--- config.mk ---
export PLATFORM = sky130hd
export DESIGN_NAME = alu16_core
export DESIGN_NICKNAME = d
export VERILOG_FILES = /design/src/rtl/alu16_pkg.sv /design/src/rtl/alu16_logic.sv /design/src/rtl/alu16_shift.sv /design/src/rtl/alu16_arith.sv /design/src/rtl/alu16_core.sv
export SDC_FILE = /design/constraint.sdc
export NUM_CORES = 1
export LEC_CHECK = 0
export BUFFER_PORTS_ARGS = -buffer_cell sky130_fd_sc_hd__buf_2
export CAP_MARGIN = 20
export CORE_MARGIN = 3
export CORE_UTILIZATION = 60
export DETAILED_ROUTE_END_ITERATION = 10
export PLACE_DENSITY = 0.81
export SYNTH_ARGS = -nofsm -noshare
export SYNTH_HDL_FRONTEND = slang
export SYNTH_SLANG_ARGS = --single-unit
export TNS_END_PERCENT = 100
--- constraint.sdc ---
create_clock -name vclk -period 10.33
set_input_delay 1.033 -clock vclk [all_inputs]
set_output_delay 1.033 -clock vclk [all_outputs]
set_load 0.01 [all_outputs]
--- src/rtl/alu16_pkg.sv ---
package alu16_pkg;
  localparam int OPW = 6;

  typedef enum logic [OPW-1:0] {
    OP_BSWP = 6'h0A,
    OP_INV  = 6'h0B,
    OP_BAND = 6'h0C,
    OP_BOR  = 6'h0D,
    OP_BXOR = 6'h0E,
    OP_BNOR = 6'h0F,
    OP_LSR  = 6'h10,
    OP_LSL  = 6'h11,
    OP_RTR  = 6'h12,
    OP_RTL  = 6'h13,
    OP_SUM  = 6'h14,
    OP_DIFF = 6'h15,
    OP_PROD = 6'h16
  } alu_op_e;
endpackage

--- src/rtl/alu16_logic.sv ---
module alu16_logic
  import alu16_pkg::*;
#(
  parameter int W = 16
) (
  input  logic [OPW-1:0] op_i,
  input  logic [W-1:0]   a_i,
  input  logic [W-1:0]   b_i,
  output logic [W-1:0]   res_o
);
  localparam int HALF = W / 2;

  always_comb begin
    unique case (op_i)
      OP_INV:  res_o = ~a_i;
      OP_BAND: res_o = a_i & b_i;
      OP_BOR:  res_o = a_i | b_i;
      OP_BXOR: res_o = a_i ^ b_i;
      OP_BNOR: res_o = ~(a_i | b_i);
      OP_BSWP: res_o = {a_i[HALF-1:0], a_i[W-1:HALF]};
      default: res_o = '0;
    endcase
  end
endmodule

--- src/rtl/alu16_shift.sv ---
module alu16_shift
  import alu16_pkg::*;
#(
  parameter int W = 16
) (
  input  logic [OPW-1:0]         op_i,
  input  logic [W-1:0]           a_i,
  input  logic [$clog2(W)-1:0]   amt_i,
  output logic [W-1:0]           res_o,
  output logic                   co_o
);
  logic [W:0]     lsl_ext;
  logic [2*W-1:0] dbl_r;
  logic [2*W-1:0] dbl_l;

  always_comb begin
    lsl_ext = {1'b0, a_i} << amt_i;
    dbl_r   = {a_i, a_i} >> amt_i;
    dbl_l   = {a_i, a_i} << amt_i;
    co_o    = 1'b0;
    unique case (op_i)
      OP_LSR:  res_o = a_i >> amt_i;
      OP_LSL: begin
        res_o = lsl_ext[W-1:0];
        co_o  = lsl_ext[W];
      end
      OP_RTR:  res_o = dbl_r[W-1:0];
      OP_RTL:  res_o = dbl_l[2*W-1:W];
      default: res_o = '0;
    endcase
  end


  always_comb begin
    if (op_i == OP_RTR) begin
      rot_inverse_chk: assert (((res_o << amt_i) | (res_o >> (W - int'(amt_i)))) == a_i ||
                               amt_i == '0);
    end
  end
endmodule

--- src/rtl/alu16_arith.sv ---
module alu16_arith
  import alu16_pkg::*;
#(
  parameter int W = 16
) (
  input  logic [OPW-1:0] op_i,
  input  logic [W-1:0]   a_i,
  input  logic [W-1:0]   b_i,
  output logic [W-1:0]   res_o,
  output logic           ca_o,
  output logic           ov_o
);
  logic [W:0]     add_ext;
  logic [W:0]     sub_ext;
  logic [2*W-1:0] prod;

  always_comb begin
    add_ext = {1'b0, a_i} + {1'b0, b_i};
    sub_ext = {1'b0, a_i} - {1'b0, b_i};
    prod    = a_i * b_i;
    unique case (op_i)
      OP_SUM: begin
        res_o = add_ext[W-1:0];
        ca_o  = add_ext[W];
        ov_o  = (a_i[W-1] == b_i[W-1]) && (add_ext[W-1] != a_i[W-1]);
      end
      OP_DIFF: begin
        res_o = sub_ext[W-1:0];
        ca_o  = sub_ext[W];
        ov_o  = (a_i[W-1] != b_i[W-1]) && (sub_ext[W-1] != a_i[W-1]);
      end
      OP_PROD: begin
        res_o = prod[W-1:0];
        ca_o  = |prod[2*W-1:W];
        ov_o  = ca_o;
      end
      default: begin
        res_o = '0;
        ca_o  = 1'b0;
        ov_o  = 1'b0;
      end
    endcase
  end


  always_comb begin
    if (op_i == OP_DIFF) begin
      borrow_cmp_chk: assert (ca_o == (a_i < b_i));
    end
  end


  always_comb begin
    if (op_i == OP_SUM) begin
      carry_wrap_chk: assert (ca_o == (res_o < a_i));
    end
  end
endmodule

--- src/rtl/alu16_core.sv ---
module alu16_core
  import alu16_pkg::*;
#(
  parameter int W = 16
) (
  input  logic [OPW-1:0] op_i,
  input  logic [W-1:0]   rn_i,
  input  logic [W-1:0]   rm_i,
  output logic [W-1:0]   res_o,
  output logic           res_we_o,
  output logic           zf_o,
  output logic           zf_we_o,
  output logic           ca_o,
  output logic           ca_we_o,
  output logic           ov_o,
  output logic           ov_we_o
);
  localparam int SW = $clog2(W);

  typedef enum logic [1:0] {SRC_NONE, SRC_LOGIC, SRC_SHIFT, SRC_ARITH} src_e;

  logic [W-1:0] lg_res, sh_res, ar_res;
  logic         sh_co, ar_ca, ar_ov;
  src_e         src;
  logic         ca_raw;

  alu16_logic #(.W(W)) u_logic (
    .op_i (op_i), .a_i (rn_i), .b_i (rm_i), .res_o (lg_res)
  );

  alu16_shift #(.W(W)) u_shift (
    .op_i (op_i), .a_i (rn_i), .amt_i (rm_i[SW-1:0]),
    .res_o (sh_res), .co_o (sh_co)
  );

  alu16_arith #(.W(W)) u_arith (
    .op_i (op_i), .a_i (rn_i), .b_i (rm_i),
    .res_o (ar_res), .ca_o (ar_ca), .ov_o (ar_ov)
  );

  always_comb begin
    src     = SRC_NONE;
    zf_we_o = 1'b0;
    ca_we_o = 1'b0;
    ov_we_o = 1'b0;
    unique case (op_i)
      OP_BSWP:                                src = SRC_LOGIC;
      OP_INV, OP_BAND, OP_BOR, OP_BXOR, OP_BNOR: begin
        src = SRC_LOGIC; zf_we_o = 1'b1;
      end
      OP_LSR: begin src = SRC_SHIFT; zf_we_o = 1'b1; end
      OP_LSL: begin src = SRC_SHIFT; zf_we_o = 1'b1; ca_we_o = 1'b1; end
      OP_RTR, OP_RTL:                         src = SRC_SHIFT;
      OP_SUM, OP_DIFF: begin
        src = SRC_ARITH; zf_we_o = 1'b1; ca_we_o = 1'b1; ov_we_o = 1'b1;
      end
      OP_PROD: begin src = SRC_ARITH; ca_we_o = 1'b1; ov_we_o = 1'b1; end
      default: ;
    endcase
  end

  always_comb begin
    unique case (src)
      SRC_LOGIC: begin res_o = lg_res; ca_raw = 1'b0; end
      SRC_SHIFT: begin res_o = sh_res; ca_raw = sh_co; end
      SRC_ARITH: begin res_o = ar_res; ca_raw = ar_ca; end
      default:   begin res_o = '0;     ca_raw = 1'b0; end
    endcase
    res_we_o = (src != SRC_NONE);
    zf_o     = zf_we_o && (res_o == '0);
    ca_o     = ca_we_o && ca_raw;
    ov_o     = ov_we_o && ar_ov;
  end


  always_comb begin
    ov_needs_ca_chk: assert (!ov_we_o || ca_we_o);
  end


  always_comb begin
    idle_quiet_chk: assert (res_we_o || (!zf_we_o && !ca_we_o && !ov_we_o && res_o == '0));
  end


  always_comb begin
    if (op_i == OP_PROD) begin
      prod_flag_pair_chk: assert (ca_o == ov_o && !zf_we_o);
    end
  end
endmodule

=== Word-level counts from Yosys, hierarchy flattened ===
Index checks and enable logic that the tools add are counted.

* Register bits: 0
* Bits of input ports: 38
* Output and inout bits: 23
* Logic and storage cells: 57

* Add/subtract/negate cells: 2
* Multipliers: 1
* Equal/unequal tests: 20
* Shift operators: 4
* Multiplexer cells: 12
* Bitwise logic cells: 5
* Reduce and logical (&&, ||, !) cells: 13

{| class="wikitable"
|+ Operators by type and width
! cell !! count
|-
| 16-bit case mux with 3 select lines || 2
|-
| 16-bit case mux with 6 select lines || 1
|-
| 16-bit case mux with 4 select lines || 1
|-
| 6-bit by 5-bit equality test with 1-bit output (second input constant) || 7
|-
| 6-bit by 4-bit equality test with 1-bit output (second input constant) || 6
|-
| 16-bit by 16-bit multiplier with 32-bit output || 1
|-
| 16-bit inverter || 2
|-
| 32-bit by 4-bit left shift with 32-bit output || 1
|-
| 32-bit by 4-bit >> shifter with 16-bit output || 1
|-
| 16-bit by 16-bit adder with 17-bit output || 1
|-
| 16-bit by 4-bit left shift with 17-bit output || 1
|-
| 16-bit by 16-bit subtractor with 17-bit output || 1
|-
| 16-bit bitwise AND || 1
|-
| 16-bit logical NOT || 1
|-
| 16-bit OR || 1
|-
| 16-bit OR reduction || 1
|-
| 16-bit by 4-bit >> shifter with 16-bit output || 1
|-
| 16-bit bitwise XOR || 1
|-
| 9-bit OR reduction || 1
|-
| 4-bit OR reduction || 2
|-
| 1-bit case mux with 3 select lines || 2
|-
| 2-bit case mux with 3 select lines || 1
|-
| 6-bit OR reduction || 1
|-
| 1-bit logical AND || 5
|-
| 8 further kinds || 14
|}

=== Depth between registers and ports, before layout ===
* Depth after elaboration: 7
* Gate-level depth with buffers: 30
* Gate-level depth less buffers: 25

=== By module ===
Synthesis repeated with hierarchy kept, for this count alone.

* Cell total of the unflattened synthesis: 1788
* Area, all modules: 14306.2 um^2

{| class="wikitable"
|+ Modules (own cells, without submodules)
! module !! instances !! cells each !! area an instance (um^2) !! sequential area each (um^2)
|-
| alu16_arith || 1 || 1245 || 10291.1 || 0.0
|-
| alu16_shift || 1 || 289 || 2232.1 || 0.0
|-
| alu16_logic || 1 || 170 || 1252.5 || 0.0
|-
| alu16_core || 1 || 84 || 530.5 || 0.0
|}

=== Worst setup path before layout ===
No wires, ideal clock.

* Path type: input to output
* Start: input rm_i[2]
* End: output ca_o
* Arrival time: 8.200 ns
* Data required time: 9.297 ns
* Setup slack: 1.097 ns
* Stages: 28
* Buffers on the path: 7
* Cells stage by stage: buf_2 -> buf_2 -> buf_2 -> buf_2 -> buf_1 -> clkbuf_1 -> nand2_1 -> fa_1 -> fa_1 -> inv_1 -> fa_1 -> inv_1 -> fa_1 -> fa_1 -> fa_1 -> inv_1 -> ha_1 -> clkbuf_1 -> a21o_1 -> a21o_1 -> o22ai_1 -> nand3_1 -> o41ai_1 -> xor2_1 -> o2111ai_1 -> or4_1 -> o31a_1 -> or2_1

* Word-level cells in the longest chain between the ends: 5
* Elaborated cells between the ends (all ways): 9
* Classes of those cells: add/sub: 2; mul: 1; shift: 1; mux: 3; reduce/logical: 2

{| class="wikitable"
|+ RTL lines
! what !! line !! RTL
|-
| from (decl) || alu16_core.sv:8 || <nowiki>input logic [W-1:0] rm_i,</nowiki>
|-
| 16-bit by 16-bit multiplier with 32-bit output || alu16_arith.sv:20 || <nowiki>prod = a_i * b_i;</nowiki>
|-
| 16-bit OR reduction || alu16_arith.sv:34 || <nowiki>ca_o = |prod[2*W-1:W];</nowiki>
|-
| 1-bit case mux with 3 select lines || alu16_arith.sv:21 || <nowiki>unique case (op_i)</nowiki>
|-
| 1-bit case mux with 2 select lines * || alu16_core.sv:63 || <nowiki>unique case (src)</nowiki>
|-
| 1-bit logical AND * || alu16_core.sv:71 || <nowiki>ca_o = ca_we_o && ca_raw;</nowiki>
|-
| to (decl) || alu16_core.sv:13 || <nowiki>output logic ca_o,</nowiki>
|}

Mark *: on every way between the ends. The rest lies on a longest branch, timed or not.

=== Worst setup path after layout ===
* Start: input rn_i[9]
* End: output ca_o

* Word-level cells in the longest chain between the ends: 5
* Elaborated cells between the ends (all ways): 9
* Classes of those cells: add/sub: 2; mul: 1; shift: 1; mux: 3; reduce/logical: 2

{| class="wikitable"
|+ RTL lines
! what !! line !! RTL
|-
| from (decl) || alu16_core.sv:7 || <nowiki>input logic [W-1:0] rn_i,</nowiki>
|-
| 16-bit by 16-bit multiplier with 32-bit output || alu16_arith.sv:20 ||
|-
| 16-bit OR reduction || alu16_arith.sv:34 ||
|-
| 1-bit case mux with 3 select lines || alu16_arith.sv:21 ||
|-
| 1-bit case mux with 2 select lines * || alu16_core.sv:63 ||
|-
| 1-bit logical AND * || alu16_core.sv:71 ||
|}

Marks and branches as above.

==> summary.md <==
| Metric | Value |
|---|---|
| Crit share post-route | 0.9067 |
| Hold Path Class | primary input to output port |
| Gpl congestion | 1.106 |
| Area delta synth->final | 2.002% |
| Most frequent cells in the layout | 243 x inv_1, 232 x nand2_1, 202 x nor2_1 |
| Vias in the first global route | 13790 |
| # hold bufs at CTS | 0 |
| WL per Instance | 25.22 um |
| Crit path time final | 9366 ps |
| Fin nets | 2127 |
| WP data required | 9300 ps |
| Die width | 156.3 um |
| CP max-delay cell | or4_1 |
| Share of layout cells above drive strength 1 | 0.07192 |
| Sequential cell count | 0 |
| Port bufs | 61 |
| Placed cell count | 2018 |
| Area of the multi-input gates | 12060 sq um |
| Post-Synthesis Cells | 1778 |
| Avg Cell Area, Syn | 7.628 sq um |
| Post-CTS Setup Inserts | 0 |
| Yosys warning count | 0 |
| Crit path largest cell delay | 560 ps |
| Die extent in y | 156.3 um |
| Final hold vios | 0 |
| Worst setup EP type | output port |
| Critical Path Fanout Max | 18 |
| CORE AREA | 22030 sq um |
| Layout fillers | 1937 |
| Row cnt | 54 |
| Wirelength, routed | 50.95 mm |
| Post-CTS sizing | 0 |
| Io pins | 61 |
| Max_slew headroom | 0.3357 |
| Sequential element share of the synthesized area | 0 |
| Slew @ Worst Pin | 971.4 ps |
| Largest net degree at the start of global routing | 58 |
| Drt pass-1 iters | 6 |
| Worst EP arrival | 8330 ps |
| Mapped Nets | 2165 |
| Initial antenna violation count | 2 |
| Antenna viol nets, final | 0 |
| Startpoint types | primary input |
| Die ar. | 24440 sq um |
| # setup viols final | 0 |
| DRC viols | 0 |
| Sequential Area | 0 sq um |
| Most used cell, CP | fa_1 |
| Crit-path leading delay family | adder cells |
| Cell Count, Final, Fillers Out | 2020 |
| Outcome | finished, final reports clean |
| Vias | 13780 |
| Routed vias/inst | 6.820 |
| Hpwl dp | 40.41 mm |
| WP buf/inv | 7 |
| Max Clk Rate | 0.1068 GHz |
| Initial DRC Count | 1893 |
| WS Path Type | primary input to output port |
| Commonest non-fill, non-tap cell in the layout | inv_1 |
| Hold Startpoint | op_i[5] |
| CLK BUF | 0 |
| RSZ-0062 raised after global routing | no |
| Tot GR Track Use | 0.4175 |
| First-pass GRT wire length | 79.05 mm |
| GRT overflow | 0 |
| Minimum hold slack | 2484 ps |
| Starting density of the core | 0.6157 |
| Setup tns final | 0 ps |
| # Max-Cap Violations | 0 |
| Synth Cell Area | 13560 sq um |
| Setup crit start | rn_i[9] |
| Fin. max-slew vios | 0 |
| Post-synth cell types | 84 |
-- final timing paths --
check                 endpoint  slack [ps]  cells past startpoint
worst min-delay path  res_we_o        2480                      3
worst max-delay path      ca_o         960                     25
-- worst min-delay path: cells and delay by family --
| kind | cells | cell delay, ps |
|---|---|---|
| buf+inv | 2 | 310 |
| simple gates | 1 | 110 |
-- per-stage QoR --
stage	setup slack (ps)	util	cell area, sq um
after detailed placement	1180	0.6278	13830
after global routing	640.0	0.6279	13830
after CTS	1141	0.6278	13830
final	963.8	0.6280	13830
after floorplan	1097	-	13560
after global placement	1214	0.6278	13830
-- routing by layer --
metal | part of all wire | track usage | vias up
met5 | 0 | 0 | -
met4 | 0.081 | 0.2464 | 0
met3 | 0.14 | 0.1040 | 285
met2 | 0.42 | 0.6346 | 1078
met1 | 0.35 | 0.5406 | 6509
li1 | - | - | 5904
-- final cells by class --
| class | count | share of cell area |
|---|---|---|
| Multi-Input combinational cell | 1397 | 0.8719 |
| Antenna cell | 2 | 0.0003618 |
| Tap cell | 280 | 0.02533 |
| Inverter | 264 | 0.07164 |
| Timing Repair Buffer | 77 | 0.03075 |
-- logic make-up after synthesis --
family | count (synthesis) | synth area share
compound gates | 381 | 0.1909
xor+xnor | 33 | 0.02131
fa+ha+maj | 349 | 0.4305
mux | 62 | 0.06006
simple gates | 572 | 0.1858
buf+inv | 381 | 0.1114
-- cells in the mapped netlist, types with 10 or more instances --
| master | count | share of area |
|---|---|---|
| a211oi_1 | 27 | 0.015 |
| o211ai_1 | 17 | 0.0094 |
| a21o_1 | 19 | 0.011 |
| fa_1 | 196 | 0.29 |
| nor3_1 | 24 | 0.0089 |
| nor2b_1 | 13 | 0.0060 |
| o21ai_0 | 71 | 0.026 |
| mux4_2 | 10 | 0.017 |
| inv_1 | 243 | 0.067 |
| o221ai_1 | 15 | 0.0097 |
| mux2i_1 | 29 | 0.021 |
| o22ai_1 | 18 | 0.0083 |
| nand2_1 | 232 | 0.064 |
| nand2b_1 | 11 | 0.0051 |
| nand3_1 | 26 | 0.0096 |
| xnor2_1 | 16 | 0.010 |
| buf_1 | 12 | 0.0033 |
| xor2_1 | 17 | 0.011 |
| clkbuf_1 | 76 | 0.021 |
| nor2_1 | 202 | 0.056 |
| o21ai_1 | 10 | 0.0037 |
| mux2_2 | 15 | 0.012 |
| nand4_1 | 11 | 0.0051 |
| o21a_1 | 15 | 0.0083 |
| clkinv_1 | 16 | 0.0044 |
| buf_2 | 20 | 0.0074 |
| ha_1 | 153 | 0.14 |
| a21oi_1 | 77 | 0.028 |
| a221oi_1 | 15 | 0.0097 |
